==> config.mk <==
export PLATFORM = sky130hd
export DESIGN_NAME = tagged_qw_load
export DESIGN_NICKNAME = d
export VERILOG_FILES = /design/src/rtl/qwl_pkg.sv /design/src/rtl/qwl_kind_decode.sv /design/src/rtl/qwl_ptr_check.sv /design/src/rtl/qwl_split.sv /design/src/rtl/tagged_qw_load.sv
export SDC_FILE = /design/constraint.sdc
export NUM_CORES = 1
export LEC_CHECK = 0
export BUFFER_PORTS_ARGS = -buffer_cell sky130_fd_sc_hd__buf_2
export CORE_AREA = 3 3 112 114
export DETAILED_ROUTE_END_ITERATION = 8
export DIE_AREA = 0 0 115 117
export PLACE_DENSITY = 0.54
export SETUP_SLACK_MARGIN = 0.1
export SKIP_LAST_GASP = 1
export SLEW_MARGIN = 5
export SYNTH_ARGS = -nofsm -noshare
export SYNTH_HDL_FRONTEND = slang
export SYNTH_SLANG_ARGS = --single-unit
==> constraint.sdc <==
create_clock -name clk -period 1.5 [get_ports clk]
set_input_delay 0.3 -clock clk [delete_from_list [all_inputs] [get_ports clk]]
set_output_delay 0.3 -clock clk [all_outputs]
set_load 0.03 [all_outputs]
==> src/rtl/qwl_pkg.sv <==
package qwl_pkg;
    localparam int unsigned QWL_DW      = 64;
    localparam int unsigned QWL_RAW     = 5;
    localparam int unsigned QWL_NKIND   = 4;
    localparam int unsigned QWL_XW      = 16;
    localparam int unsigned QWL_XPOS    = 9;

    typedef enum logic [0:0] {
        S_IDLE = 1'b0,
        S_WAIT = 1'b1
    } qwl_state_e;
endpackage

==> src/rtl/qwl_kind_decode.sv <==
module qwl_kind_decode #(
    parameter int unsigned NKIND = 4,
    localparam int unsigned TW   = $clog2(NKIND)
) (
    input  logic [TW-1:0]    code_i,
    output logic [NKIND-1:0] kind_oh_o
);
    // type code k maps to mask position NKIND-1-k (first kind in the top bit)
    for (genvar k = 0; k < NKIND; k++) begin : g_kind
        assign kind_oh_o[NKIND-1-k] = (code_i == TW'(k));
    end
endmodule

==> src/rtl/qwl_ptr_check.sv <==
module qwl_ptr_check #(
    parameter int unsigned NKIND = 4,
    localparam int unsigned TW   = $clog2(NKIND)
) (
    input  logic [TW-1:0]    code_i,
    input  logic [NKIND-1:0] mask_i,
    input  logic             tag_i,
    output logic             hit_o
);
    logic [NKIND-1:0] kind_oh;

    qwl_kind_decode #(.NKIND(NKIND)) u_dec (
        .code_i    (code_i),
        .kind_oh_o (kind_oh)
    );

    assign hit_o = tag_i & (|(kind_oh & mask_i));

    always_comb begin
        if (mask_i == '0) begin
            p_zero_mask_r6: assert (!hit_o);
        end
        if (tag_i == 1'b0) begin
            p_untagged_r7: assert (!hit_o);
        end
    end
endmodule

==> src/rtl/qwl_split.sv <==
module qwl_split #(
    parameter int unsigned DW = 64,
    localparam int unsigned QW = 2 * DW
) (
    input  logic [QW-1:0] qw_i,
    output logic [DW-1:0] hi_o,
    output logic [DW-1:0] lo_o
);
    assign hi_o = qw_i[QW-1 -: DW];
    assign lo_o = qw_i[DW-1:0];
endmodule

==> src/rtl/tagged_qw_load.sv <==
module tagged_qw_load
    import qwl_pkg::*;
#(
    parameter int unsigned DW       = QWL_DW,
    parameter int unsigned RAW      = QWL_RAW,
    parameter int unsigned NKIND    = QWL_NKIND,
    parameter int unsigned XW       = QWL_XW,
    parameter int unsigned XPOS     = QWL_XPOS,
    localparam int unsigned QW      = 2 * DW,
    localparam int unsigned TW      = $clog2(NKIND),
    localparam int unsigned XSW     = $clog2(XW)
) (
    input  logic             clk,
    input  logic             rst_n,
    input  logic             issue_valid,
    input  logic [RAW-1:0]   issue_rd,
    input  logic [NKIND-1:0] issue_mask,
    input  logic             resp_valid,
    input  logic [QW-1:0]    resp_data,
    input  logic             resp_tag,
    output logic             busy,
    output logic             illegal_op,
    output logic             rf_we,
    output logic [RAW-1:0]   rf_waddr_even,
    output logic [DW-1:0]    rf_wdata_even,
    output logic [RAW-1:0]   rf_waddr_odd,
    output logic [DW-1:0]    rf_wdata_odd,
    output logic             xbit_we,
    output logic [XSW-1:0]   xbit_sel,
    output logic             xbit_val
);
    qwl_state_e       state_q, state_d;
    logic [RAW-1:0]   rd_q;
    logic [NKIND-1:0] mask_q;
    logic             hit;
    logic [DW-1:0]    hi_dw, lo_dw;
    logic             issue_ok, issue_bad, commit;

    assign issue_ok  = (state_q == S_IDLE) && issue_valid && !issue_rd[0];
    assign issue_bad = (state_q == S_IDLE) && issue_valid &&  issue_rd[0];
    assign commit    = (state_q == S_WAIT) && resp_valid;

    qwl_ptr_check #(.NKIND(NKIND)) u_chk (
        .code_i (resp_data[QW-1 -: TW]),
        .mask_i (mask_q),
        .tag_i  (resp_tag),
        .hit_o  (hit)
    );

    qwl_split #(.DW(DW)) u_split (
        .qw_i (resp_data),
        .hi_o (hi_dw),
        .lo_o (lo_dw)
    );

    // next-state
    always_comb begin
        state_d = state_q;
        unique case (state_q)
            S_IDLE: if (issue_ok) state_d = S_WAIT;
            S_WAIT: if (resp_valid) state_d = S_IDLE;
            default: state_d = S_IDLE;
        endcase
    end

    // state register and captured operands
    always_ff @(posedge clk or negedge rst_n) begin
        if (!rst_n) begin
            state_q <= S_IDLE;
            rd_q    <= '0;
            mask_q  <= '0;
        end else begin
            state_q <= state_d;
            if (issue_ok) begin
                rd_q   <= issue_rd;
                mask_q <= issue_mask;
            end
        end
    end

    // outputs
    always_comb begin
        busy          = 1'b0;
        illegal_op    = 1'b0;
        rf_we         = 1'b0;
        xbit_we       = 1'b0;
        xbit_val      = 1'b0;
        rf_waddr_even = rd_q;
        rf_waddr_odd  = rd_q | RAW'(1);
        rf_wdata_even = hi_dw;
        rf_wdata_odd  = lo_dw;
        xbit_sel      = XSW'(XPOS);
        unique case (state_q)
            S_IDLE: illegal_op = issue_bad;
            S_WAIT: begin
                busy     = !resp_valid;
                rf_we    = resp_valid;
                xbit_we  = resp_valid;
                xbit_val = resp_valid & hit;
            end
            default: ;
        endcase
    end

    p_reset_idle_r1: assert property (@(posedge clk) $rose(rst_n) |-> !busy && !rf_we);
    p_busy_after_issue_r2: assert property (@(posedge clk) disable iff (!rst_n)
        issue_ok |=> (state_q == S_WAIT));
    p_commit_frees_r3: assert property (@(posedge clk) disable iff (!rst_n)
        commit |=> !busy && !rf_we);
    p_pair_sync_r3: assert property (@(posedge clk) disable iff (!rst_n)
        rf_we |-> xbit_we && !busy);
    p_even_dest_r4: assert property (@(posedge clk) disable iff (!rst_n)
        rf_we |-> !rf_waddr_even[0] && rf_waddr_odd[0]);
    p_odd_reject_r8: assert property (@(posedge clk) disable iff (!rst_n)
        illegal_op |=> !busy && !rf_we);
    p_hold_operands_r9: assert property (@(posedge clk) disable iff (!rst_n)
        (state_q == S_WAIT) && $past(state_q == S_WAIT) |-> $stable(rd_q) && $stable(mask_q));
endmodule

# == Word level (Yosys, flattened, before mapping) ==
# Cells that the tools add are included.
# totals
ff_bits,10
input_bits,142
output_inout_bits,147
# classes
n_eq_ne,3
n_mux,7
bitwise,4
n_reduce_logical,7
# op_table
op,n
two-way mux 1 bit,6
bitwise AND 4 bit,1
== test 2 bit (second input constant),2
OR reduction 4 bit,1
logical AND 1 bit,3
bitwise AND 1 bit,2
== test 2 x 1 -> 1 bit (second input constant),1
logical NOT 1 bit,2
logical NOT 2 bit,1
one-hot mux 1 bit (2 select lines),1
NOT 1 bit,1

# == Longest topological paths before layout ==
# Gate-level depths: netlist of the first run.
# depth
word_depth,6
mapped_depth,2
depth_no_buf,2

# == Hierarchy ==
# A second synthesis of the first run with hierarchy kept.
# unflattened
hier_cells,172
area_unflattened_um2,1493.9
# by_module_without_submodules
mod,n_inst,cells_each,area_per_inst_um2
qwl_split,1,128,960.9
tagged_qw_load,1,37,484.2
qwl_kind_decode,1,4,26.3
qwl_ptr_check,1,3,22.5

# == Worst setup path before layout of the first run ==
# Ideal clock, no wire load.
# synth_path
kind,flip-flop to output port
startpoint,register state_q
endpoint,output port xbit_val
arrival_ps,1109
required_ps,1200
slack_ps,91
path_stages_with_launch,3
cell_sequence,dfrtp_1 and2_1 and3_1
# synth_between
elab_chain_cells,1
# synth_rtl
item,line,source
from (decl),tagged_qw_load.sv:32,"qwl_state_e state_q, state_d;"
from (signal assigned),tagged_qw_load.sv:73,state_q <= state_d;
two-way mux 1 bit,tagged_qw_load.sv:93,unique case (state_q)
to (decl),tagged_qw_load.sv:30,output logic xbit_val
# No other way between the ends.

# == Final worst setup path of the first run ==
# layout_path
startpoint,register mask_q[0]
endpoint,output port xbit_val
# layout_between
elab_chain_cells,5
# layout_rtl
item,line,source
from (decl),tagged_qw_load.sv:34,logic [NKIND-1:0] mask_q;
from (signal assigned),tagged_qw_load.sv:76,mask_q <= issue_mask;
bitwise AND 4 bit,qwl_ptr_check.sv:17,assign hit_o = tag_i & (|(kind_oh & mask_i));
OR reduction 4 bit,qwl_ptr_check.sv:17,
bitwise AND 1 bit,qwl_ptr_check.sv:17,
bitwise AND 1 bit,tagged_qw_load.sv:99,xbit_val = resp_valid & hit;
two-way mux 1 bit,tagged_qw_load.sv:93,
# No other way between the ends.

==> summary.txt, run 1 <==
DR iter-0 viols: 10
Reg-to-Reg End: rf_waddr_even[1]
Reg2Reg Depth: 3
# rows: 39
IO Count: 289
Post-synthesis sequential area ratio: 17.1%
Area fraction in compound gates after synthesis: 0%
Main combinational cell family by area after synthesis: buffers and inverters
CTS Buf Count: 3
Largest net degree at the start of global routing: 11
Pwr dens: 1270 nW/um^2
Tcrit/Tclk final: 110%
CTS tree: done
Via density: 2.57
Final Hold Fails: 0
Gpl congestion: 0.596
CP Launch Type: register
Critical path endpoint: xbit_val
Fin Clk Skew: 0.000336 ns
Final Max Slew Viols: 0
RSZ-0062 raised after global routing: yes
HPWL after DPL: 3770 um
First-pass GRT wire length: 4830 um
WP data required: 1.20 ns
Worst path arrival time: 1.35 ns
Post-synthesis mux area share: 7.67%
Flip-flop and latch count after synthesis: 10
Mapped Cells: 166
Status: complete, but fails checks
CP startpoint: mask_q[0]
Yosys warns: 0
Post-route ant nets: 0
Setup TNS: -0.150 ns
Top delay family on crit path: multiplexers
Synth Area in Simple Gates: 4.18%
CP bufs+invs: 1
Total leakage power: 0.388 nW
1st-pass router iterations: 2
DR vias: 543
Distinct cells, synth: 12
Net count, final: 212
Slowest cell on crit path: mux4_2
Die Wd: 115 um
Share of cells above drive strength 1: 73.5%
Initial Utilization: 12.7%
Die H: 117 um
Crit-path cells: mux4_2 > and3_4 > buf_6
Clock Root Buffer: clkbuf_16
Clk sinks: 10
Post-Synthesis Cell Area: 1470 sq um
Initial antenna violation count: 0
WL/cell: 19.6 um
Clk_lat worst skew: 0.23 ns
# DRC: 0
Synth Area in XOR/XNOR: 0%
Syn avg cell area: 8.84 sq um
Adder-Cell Fraction of Synth Area: 0%
Core ar.: 11500 sq um
Area Overhead vs Synth: -39.4%
Clk pin slew, worst setup/hold paths: 0.04 ns
Failing checks: setup timing
CP Max Fanout: 2
Final setup fails: 1
Total Wirelength: 4150 um
GRT Total Usage: 5.17%
Max incr delay on CP: 0.46 ns
Tot Pwr: 1.13 mW
WS Path Type: reg -> out
Clk buf depth: 2
Highest clock rate: 606 MHz
Number of diodes: 0
Peak VDD IR: 0.787 mV
H-tree depth: 1
Final setup margin: -0.150 ns
Crit path depth: 3
R2r startpoint: state_q
FF-to-FF setup slack: 0.22 ns
CP endpoint kind: primary output
Total of max-cap violations: 0
Vias in the first global route: 576
Port-buffer cells: 31
Gr ovfl total: 0
Crit path time final: 1.65 ns
Min-Delay Path Class: in -> reg
DIE AREA: 13500 sq um
==> synthesized netlist by cell type <==
| library cell | count | share of area [%] |
|---|---|---|
| buf_4 | 138 | 71 |
| conb_1 | 2 | 0.51 |
| and3b_2 | 1 | 0.68 |
| mux4_2 | 1 | 1.5 |
| dfrtp_1 | 10 | 17 |
| and2_1 | 1 | 0.43 |
| and3_1 | 1 | 0.43 |
| or2_2 | 1 | 0.43 |
| nor3b_4 | 1 | 1.3 |
| mux2_2 | 8 | 6.1 |
| and2b_1 | 1 | 0.51 |
| nor2b_1 | 1 | 0.43 |
==> timing repair <==
item                                    CTS  global route
buffers inserted                          1             0
endpoints found under the setup margin    3             3
pin swaps                                 1             0
hold buffers                              1             0
endpoints found under the hold margin    10             0
gates resized for setup                   4             0
==> flip-flops by register name, indices dropped and copies added (netlist names) <==
name	flops
state_q	1
rf_waddr_even	5
mask_q	4
==> cell usage in the layout (no fill, tap or decap), drive strengths merged <==
cell	n
conb	5
mux4	1
and3	1
and2b	1
nor2b	1
or2	1
and3b	1
clkbuf	3
nor3b	1
buf	33
mux2	8
dfrtp	10
and2	1
dlygate4sd3	1
==> area by class of cell <==
cell class	instances	area (sq um)
Fill cell	1357	10600
Sequential cell	10	250
Multi-Input combinational cell	21	199
Timing Repair Buffer	34	186
Tap cell	143	179
Clock buffer	3	75.1
==> cell families after synthesis <==
group         count (synthesis)
buf+inv                     138
mux                           9
other cells                   2
simple gates                  7
flops                        10
==> worst min path at each step <==
stage	slack (ns)	cells after the start	to	startpoint
2_1_floorplan	0.004	0	mask_q[0]	rst_n
3_3_place_gp	0.18	1	rf_waddr_even[2]	rst_n
3_5_place_dp	0.18	1	rf_waddr_even[1]	rst_n
4_1_cts	0.30	2	rf_waddr_even[2]	issue_rd[2]
5_1_grt	0.30	2	mask_q[0]	issue_mask[0]
6_report	0.30	2	mask_q[2]	issue_mask[2]
==> layer usage <==
metal	global-route usage [%]	part of all wire (%)
met5	1.11	0
met4	4.23	6.2
met3	9.10	39
met2	6.98	42
met1	2.05	13
==> where the power goes <==
part | internal [mW] | total, mW | leakage, nW | switching [mW]
clock | 0.345 | 0.455 | 0.0370 | 0.111
sequential | 0.322 | 0.352 | 0.121 | 0.0305
combinational | 0.125 | 0.322 | 0.230 | 0.198
total | 0.791 | 1.13 | 0.388 | 0.339
==> per-stage QoR <==
step	hold slack, ns	utilization [%]	worst slack (ns)	cell area [sq um]	cells
global route	0.304	7.72	-0.187	890	211
floorplan	0.00441	-	0.140	1480	169
CTS	0.299	7.72	-0.154	890	211
global placement	0.181	6.82	-0.0434	786	206
finish	0.300	7.72	-0.150	890	211
detailed placement	0.175	6.82	-0.0527	786	206
(Power assumes the default switching activity.)
==> run 2, diff against run 1 <==
- ABC_AREA: not set -> 1
- CORE_AREA: 3 3 112 114 -> 3 3 111 113
- DIE_AREA: 0 0 115 117 -> 0 0 114 116
- PLACE_DENSITY: 0.54 -> 0.55
==> summary.txt, run 2 <==
Status: complete, no violations
Via density: 2.68
Post-Place Worst Slack: 0.139 ns
# DRC: 0
Initial Utilization: 13.5%
Clk pin slew, worst setup/hold paths: 0.04 ns
Most common cell after layout, fill and taps aside: buf_2
Final Max Slew Viols: 0
Min-Delay Path Class: in -> reg
Switching share of power: 31.7%
Pint: 0.819 mW
Vias in the first global route: 682
Asr flop ratio synth: 100%
WL/cell: 12.2 um
Initial antenna violation count: 0
1st-pass router iterations: 4
DIE AREA: 13200 sq um
H-tree depth: 1
CP Max Fanout: 4
CP dominant cell by count: buf_4
Synth area leader: buf_4
Max incr delay on CP: 0.38 ns
# rows: 39
Top post-synthesis cells by area: buf_4 (67%), dfrtp_1 (16%), o21ai_2 (4.5%)
Max FFs per register: 5
Cell area after layout: 982 sq um
Main combinational cell family by area after synthesis: buffers and inverters
First-pass GRT wire length: 3980 um
RSZ-0062 raised after global routing: yes
Fin Clk Skew: 0.000743 ns
CTS Buf Count: 3
Syn avg cell area: 7.73 sq um
Total leakage power: 0.501 nW
Hold Slack: 0.305 ns
Number of diodes: 0
Synth Area in XOR/XNOR: 0%
Synth Area in Simple Gates: 6.80%
WP data required: 1.20 ns
Mapped Cells: 200
Port-buffer cells: 31
IO Count: 289
CP endpoint kind: primary output
CTS tree: done
Fill cells: 1363
Crit path time final: 1.43 ns
Post-synthesis sequential area ratio: 16.2%
Die H: 116 um
Post-synth top area share: 67.0%
Final setup fails: 0
Core ar.: 11400 sq um
Largest net degree at the start of global routing: 19
Number of synthesized flops with an enable pin: 0
Clock Root Buffer: clkbuf_16
Clk sinks: 10
WS Path Type: reg -> out
Tcrit/Tclk final: 95.4%
Distinct cells, synth: 12
Net count, final: 245
Most frequent cells in the layout: buf_2 (27), inv_1 (15), nand2_1 (15)
Combinational power share: 27.2%
CP bufs+invs: 3
CP Launch Type: register
Clock power share: 44.2%
Gr ovfl total: 0
Most common cell in the netlist: buf_4
Clk_lat worst skew: 0.23 ns
Core Util, Final: 8.60%
Tot Pwr: 1.20 mW
Yosys warns: 0
Peak VDD IR: 0.578 mV
DR vias: 657
Post-synthesis mux area share: 0%
Top post-synthesis cells by count: buf_4 (138), nand2_1 (16), inv_1 (15)
Final setup margin: 0.0685 ns
Total of max-cap violations: 0
Post-route insts no fill: 245
Pwr dens: 1220 nW/um^2
Worst path arrival time: 1.13 ns
Post-route ant nets: 0
Adder-Cell Fraction of Synth Area: 0%
Top delay family on crit path: flip-flops
GRT Total Usage: 3.99%
Slowest cell on crit path: dfrtp_1
Placed Cells: 238
Area Overhead vs Synth: -36.4%
Gpl congestion: 0.687
Share of cells above drive strength 1: 49.0%
Clk buf depth: 2
Highest clock rate: 699 MHz
Post-Synthesis Cell Area: 1550 sq um
Area fraction in compound gates after synthesis: 4.86%
Flip-flop and latch count after synthesis: 10
Total Wirelength: 2990 um
Placed Area: 843 sq um
DR iter-0 viols: 11
Final Hold Fails: 0
HPWL after DPL: 2510 um
Switching Power: 0.381 mW
Main synth FF type: dfrtp_1
Setup TNS: 0 ns
Seq pwr share: 28.7%
Crit-path cells: buf_4 > inv_4 > nand2_1 > nor2_1 > buf_4
Die Wd: 114 um
-- run 2: changes by cell type after synthesis, sizes merged, moves of 2 or more --
cell / previous run / this run
inv: 0 / 16
nand2: 0 / 16
o21ai: 0 / 9
mux2: 8 / 0
nor2: 0 / 6
nand3: 0 / 2
-- run 2: worst min-delay path, cell delays in order --
cell	delay, ns
buf_2	0.09
inv_1	0.05
o21ai_2	0.05
-- run 2: path summary, 6_finish.rpt --
check                           slack, ns                to        startpoint  cells after the start
worst max-delay path                 0.07        illegal_op           state_q                      5
worst min-delay path                 0.31  rf_waddr_even[3]       issue_rd[3]                      3
worst max register to register       0.38         mask_q[2]           state_q                      5
worst min register to register       0.47  rf_waddr_even[0]  rf_waddr_even[0]                      2
max in group asynchronous            0.83         mask_q[2]             rst_n                      2
min in group asynchronous            0.47           state_q             rst_n                      2
-- run 2: cell type report --
type                    count  area (sq um)  share of cell area [%]
repair buffers             34           190                    19.4
inverters                  16          62.6                    6.37
multi-input cells          38           211                    21.5
well taps                 143           179                    18.2
clock buffers               4          88.8                    9.04
flip-flops and latches     10           250                    25.5
-- run 2: layer usage --
| metal | GRT usage (%) | vias up | wire (um) | share of wire (%) |
|---|---|---|---|---|
| met2 | 5.85 | 88 | 1230 | 41 |
| met1 | 2.45 | 255 | 650 | 22 |
| li1 | - | 254 | - | - |
| met3 | 3.60 | 60 | 765 | 26 |
| met5 | 0 | - | 0 | 0 |
| met4 | 5.54 | 0 | 342 | 11 |
-- run 2: kinds of logic (layout without fill, tap and decap cells) --
family                 count (synthesis)  in the layout
other                                  2              5
buffers and inverters                155             54
AND/OR/NAND/NOR                       24             24
flip-flops                            10             10
AO/OA/AOI/OAI                          9              9
-- run 2: power by group through the flow --
stage,logic [mW],clock network (mW),registers (mW)
floorplan,0.851,0,0.384
global placement,0.310,0,0.346
detailed placement,0.314,0,0.347
CTS,0.327,0.547,0.345
global route,0.354,0.561,0.350
finish,0.326,0.530,0.344
-- run 2: repair_timing --
item,CTS,global route
setup endpoints to repair,1,4
pin swaps,2,1
hold buffers,1,0
setup buffers,2,0
gates resized for setup,5,6
hold endpoints to repair,10,0
